--- config.mk ---
export PLATFORM = sky130hd
export DESIGN_NAME = sig_loss_monitor
export DESIGN_NICKNAME = d
export VERILOG_FILES = /design/src/rtl/sld_pkg.sv /design/src/rtl/sld_run_tracker.sv /design/src/rtl/sld_window.sv /design/src/rtl/sld_alarm.sv /design/src/rtl/sig_loss_monitor.sv
export SDC_FILE = /design/constraint.sdc
export NUM_CORES = 1
export LEC_CHECK = 0
export BUFFER_PORTS_ARGS = -buffer_cell sky130_fd_sc_hd__buf_2
export CAP_MARGIN = 20
export CORE_MARGIN = 3
export CORE_UTILIZATION = 58
export CTS_CLUSTER_DIAMETER = 200
export DETAILED_ROUTE_END_ITERATION = 8
export MAX_ROUTING_LAYER = met4
export PLACE_DENSITY = 0.78
export SYNTH_ARGS = -nofsm -noshare
export SYNTH_HDL_FRONTEND = slang
export SYNTH_SLANG_ARGS = --single-unit
--- constraint.sdc ---
create_clock -name clk -period 1.85 [get_ports clk]
set_input_delay 0 -clock clk [delete_from_list [all_inputs] [get_ports clk]]
set_output_delay 0 -clock clk [all_outputs]
set_load 0.01 [all_outputs]
--- src/rtl/sld_pkg.sv ---
package sld_pkg;

  // Next run length: a level change restarts it, otherwise it saturates at cap.
  function automatic int run_step(input int run, input logic moved, input int cap);
    if (moved) return 0;
    return (run >= cap) ? cap : run + 1;
  endfunction

  // Next window transition tally, saturating at cap.
  function automatic int tally_step(input int tally, input logic moved, input int cap);
    if (!moved) return tally;
    return (tally >= cap) ? cap : tally + 1;
  endfunction

  // True when the tally including the current bit exceeds min_count.
  function automatic logic tally_enough(input int tally, input logic moved, input int min_count);
    return (tally + (moved ? 1 : 0)) > min_count;
  endfunction

endpackage

--- src/rtl/sld_run_tracker.sv ---
module sld_run_tracker #(
  parameter int RUN_LIMIT = 128,
  localparam int RUN_CAP = RUN_LIMIT + 1,
  localparam int RW = $clog2(RUN_CAP + 1)
) (
  input  logic          clk,
  input  logic          rst,
  input  logic          bit_en,
  input  logic          din,
  output logic          prev_bit,
  output logic          toggle,
  output logic          declare_hit,
  output logic [RW-1:0] run_len
);
  logic          prev_q;
  logic [RW-1:0] run_q;

  always_comb begin
    toggle      = bit_en & (din ^ prev_q);
    declare_hit = bit_en & ~(din ^ prev_q) & (int'(run_q) >= RUN_LIMIT);
  end

  always_ff @(posedge clk) begin
    if (rst) begin
      prev_q <= 1'b0;
      run_q  <= '0;
    end else if (bit_en) begin
      prev_q <= din;
      run_q  <= RW'(sld_pkg::run_step(int'(run_q), din ^ prev_q, RUN_CAP));
    end
  end

  assign prev_bit = prev_q;
  assign run_len  = run_q;
endmodule

--- src/rtl/sld_window.sv ---
module sld_window #(
  parameter int WIN_LEN = 128,
  parameter int CLR_MIN = 16,
  localparam int PW = $clog2(WIN_LEN),
  localparam int TCAP = CLR_MIN + 1,
  localparam int TW = $clog2(TCAP + 1)
) (
  input  logic clk,
  input  logic rst,
  input  logic bit_en,
  input  logic toggle,
  output logic window_end,
  output logic clear_hit
);
  logic [PW-1:0] pos_q;
  logic [TW-1:0] tally_q;

  always_comb begin
    window_end = bit_en & (pos_q == PW'(WIN_LEN - 1));
    clear_hit  = window_end & sld_pkg::tally_enough(int'(tally_q), toggle, CLR_MIN);
  end

  always_ff @(posedge clk) begin
    if (rst) begin
      pos_q   <= '0;
      tally_q <= '0;
    end else if (bit_en) begin
      if (pos_q == PW'(WIN_LEN - 1)) begin
        pos_q   <= '0;
        tally_q <= '0;
      end else begin
        pos_q   <= pos_q + 1'b1;
        tally_q <= TW'(sld_pkg::tally_step(int'(tally_q), toggle, TCAP));
      end
    end
  end
endmodule

--- src/rtl/sld_alarm.sv ---
module sld_alarm (
  input  logic clk,
  input  logic rst,
  input  logic det_en_n,
  input  logic ext_a,
  input  logic ext_b,
  input  logic declare_hit,
  input  logic clear_hit,
  input  logic prev_bit,
  output logic los,
  output logic dout
);
  logic ext_force;
  logic alarm_q, alarm_d, los_q;

  always_comb begin
    ext_force = ~(ext_a ^ ext_b);
    alarm_d   = alarm_q;
    if (det_en_n)         alarm_d = 1'b0;
    else if (declare_hit) alarm_d = 1'b1;
    else if (clear_hit)   alarm_d = 1'b0;
  end

  always_ff @(posedge clk) begin
    if (rst) begin
      alarm_q <= 1'b1;
      los_q   <= 1'b1;
    end else begin
      alarm_q <= alarm_d;
      los_q   <= alarm_d | ext_force;
    end
  end

  assign los  = los_q;
  assign dout = prev_bit & ~los_q;
endmodule

--- src/rtl/sig_loss_monitor.sv ---
module sig_loss_monitor #(
  parameter int RUN_LIMIT = 128,
  parameter int WIN_LEN = 128,
  parameter int CLR_MIN = 16,
  localparam int RW = $clog2(RUN_LIMIT + 2)
) (
  input  logic clk,
  input  logic rst,
  input  logic bit_en,
  input  logic din,
  input  logic det_en_n,
  input  logic ext_a,
  input  logic ext_b,
  output logic los,
  output logic dout
);
  logic          prev_bit;
  logic          toggle;
  logic          declare_hit;
  logic          window_end;
  logic          clear_hit;
  logic [RW-1:0] run_len;

  sld_run_tracker #(.RUN_LIMIT(RUN_LIMIT)) u_run (
    .clk(clk), .rst(rst), .bit_en(bit_en), .din(din),
    .prev_bit(prev_bit), .toggle(toggle), .declare_hit(declare_hit), .run_len(run_len)
  );

  sld_window #(.WIN_LEN(WIN_LEN), .CLR_MIN(CLR_MIN)) u_win (
    .clk(clk), .rst(rst), .bit_en(bit_en), .toggle(toggle),
    .window_end(window_end), .clear_hit(clear_hit)
  );

  sld_alarm u_alarm (
    .clk(clk), .rst(rst), .det_en_n(det_en_n), .ext_a(ext_a), .ext_b(ext_b),
    .declare_hit(declare_hit), .clear_hit(clear_hit), .prev_bit(prev_bit),
    .los(los), .dout(dout)
  );
endmodule

==> run_results.csv <==
group,metric,value,unit
timing,hold_violations,0,
drt,ant_nets,0,
yosys,synthArstFlopShare,0,%
timing,drv_slew,0,
clock_tree,clock_path_buffers,2,
grt,grt_pass1_vias,1067,
timing,clock_skew,10.6,ps
clock_tree,cts-root-buf,"clkbuf_4",
drt,dr.pass1.iters,4,
timing,hold_ws,62.6,ps
timing,period_share,96.6,%
timing,setup_viol,0,
drt,drtIter0Drc,22,
yosys,synth_largest_area_cell,"dfxtp_1",
timing,fmax,0.560,GHz
placement,port_buffers,8,
grt,grt_use_total,21.8,%
yosys,synth.avg_cell_area,8.71,µm²
yosys,syn_nets,160,
floorplanning,start_util,63.1,%
floorplanning,core,2000,µm²
layout,drive_gt1_share,17.7,%
worst_setup_path,critPathMaxFanout,5,
yosys,ys_types,44,
clock_tree,numCtsBuffers,3,
floorplanning,die_h,52.7,µm
timing,fin_ws,63.1,ps
timing,max_slew_margin,72.3,%
yosys,synth_top_area_share,36.5,%
grt,grt_max_degree,22,
power,powerDensity,630,nW/µm²
floorplanning,die-area,2770,µm²
power,vdd_ir_drop_max,0.000390,V
drt,routed_wl,2550,µm
grt,grt_pass1_wl,4430,µm
layout,syn2layout_area_growth,14.1,%
floorplanning,rows,16,
layout,nFillCells,169,
power,cellLeakagePower,0.591,nW
placement,dp_worst_setup_slack,-11.5,ps
outcome,status,"complete, no violations",
timing,rsz0062_at_grt,"true",
floorplanning,fp.dieW,52.7,µm
clock_tree,h-tree-depth,1,
flow_run,max-cap-violations,0,
layout,final_nets,174,
floorplanning,boundaryPins,9,
power,p_total,0.908,mW
yosys,ys_seq_area_share,36.5,%
layout,finalNonFillerCells,185,
clock_tree,clkSlewWorstSetupHoldPaths,130,ps
yosys,synth.most_common_cell,"dfxtp_1",
yosys,ys_warn_count,0,
yosys,syn_inst,145,
yosys,synth_area_leaders,"dfxtp_1, ha_1, nor2_1",
placement,dp.cells,178,
drt,vias,1082,
layout,diodes,0,
drt,viasPerCell,5.85,
placement,place_congestion,0.819,
worst_setup_path,criticalPathCategory,"reg -> reg",
yosys,synth_area,1260,µm²
worst_setup_path,cp-end-kind,"flop",
timing,worst_pin_slew,416,ps
clock_tree,worstSkewPairLatency,300,ps
yosys,synth_commonest_cells,"dfxtp_1, nor2_1, ha_1",
layout,multi_input_area,808,µm²
grt,grt_remaining_overflow,0,
clock_tree,cts.sinks,23,
yosys,synth_ff_type,"dfxtp_1",
worst_setup_path,crit_required,2100,ps
worst_setup_path,cp_data_arrival_time,2030,ps
drt,drc,0,
grt,antenna_found_initial,0,
layout,regArea,463,µm²
placement,detailed_place_hpwl,1860,µm
worst_setup_path,critPathLaunchType,"flop",
yosys,synth_edf_count,0,
drt,wl_per_cell,13.8,µm
clock_tree,cts_tree,"done",
yosys,ys_ff_latch,23,
timing,period_needed,1790,ps
hold_path,min_path_type,"in -> reg",
-- cell families after synthesis --
family	share of synthesized area [%]
DFF	36.5
buffers and inverters	4.06
xor gates and xnor gates	6.24
muxes	1.59
and+or+nand+nor	25.8
adders and majority gates	7.93
AOI/OAI and AO/OA	17.9
-- sequential cells by signal (all words and copies together) (netlist names) --
signal and count:
u_run.run_len 8, u_win.pos_q 7, u_alarm.alarm_q 1, u_win.tally_q 5, u_alarm.los 1, u_run.prev_bit 1
-- per-layer routing --
layer	routed length, µm	global-route usage (%)
met4	27	8.94
met1	1090	24.7
met3	62	2.56
met5	0	-
met2	1370	38.6
-- final cells by class --
type,instances,share of cell area (%)
Inverter,5,1.30
Clock buffer,4,1.82
Multi-Input combinational cell,112,56.1
Timing Repair Buffer,14,6.26
Sequential cell,23,32.1
Tap cell,27,2.35
-- worst max-delay path: stages (launching register included) --
cell and delay, ps:
dfxtp_2 360, inv_1 70, ha_1 210, nor4b_4 220, a21boi_2 110, or3_4 420
o22ai_1 180, a21o_1 150
-- cell usage in the layout (no fill, tap or decap), drive strengths merged, types with 3 or more instances in the layout --
| master | count |
|---|---|
| a21o | 4 |
| a21oi | 6 |
| a31oi | 3 |
| and3 | 4 |
| buf | 12 |
| clkbuf | 4 |
| dfxtp | 23 |
| ha | 8 |
| inv | 5 |
| nand2 | 8 |
| nand2b | 3 |
| nand3 | 4 |
| nand4 | 5 |
| nor2 | 17 |
| nor3b | 4 |
| o21ai | 3 |
| o22ai | 5 |
| or3 | 5 |
| xnor2 | 4 |
| xor2 | 5 |
-- report_power, final --
group / switching, mW / internal [mW]
Clock: 0.142 / 0.0840
Sequential: 0.0216 / 0.513
Combinational: 0.0757 / 0.0717
Total: 0.239 / 0.669
-- timing repair --
item | 4_1_cts | 5_1_grt
hold buffers | 2 | 0
pin swaps | 1 | 3
endpoints found under the hold margin | 3 | 0
setup endpoints to repair | 5 | 7
cloned | 0 | 1
gates resized for setup | 1 | 11
buffers inserted | 0 | 0
-- stage by stage --
step	utilization [%]	TNS (ps)	cell area (µm²)
6_report	71.9	0	1440
5_1_grt	71.9	0	1440
4_1_cts	69.2	0	1390
3_5_place_dp	66.6	-11.5	1330
3_3_place_gp	66.6	0	1330
2_1_floorplan	-	0	1260
-- path summary, 6_finish.rpt --
path / from / cells after the start / endpoint / slack, ps
max: u_run.run_len[1] / 7 / u_run.run_len[6] / 60
min: ext_a / 4 / u_alarm.los / 60
max reg2reg: u_run.run_len[1] / 7 / u_run.run_len[6] / 60
min reg2reg: u_run.run_len[7] / 2 / u_run.run_len[7] / 500
Power figures use the tool's default switching activity.
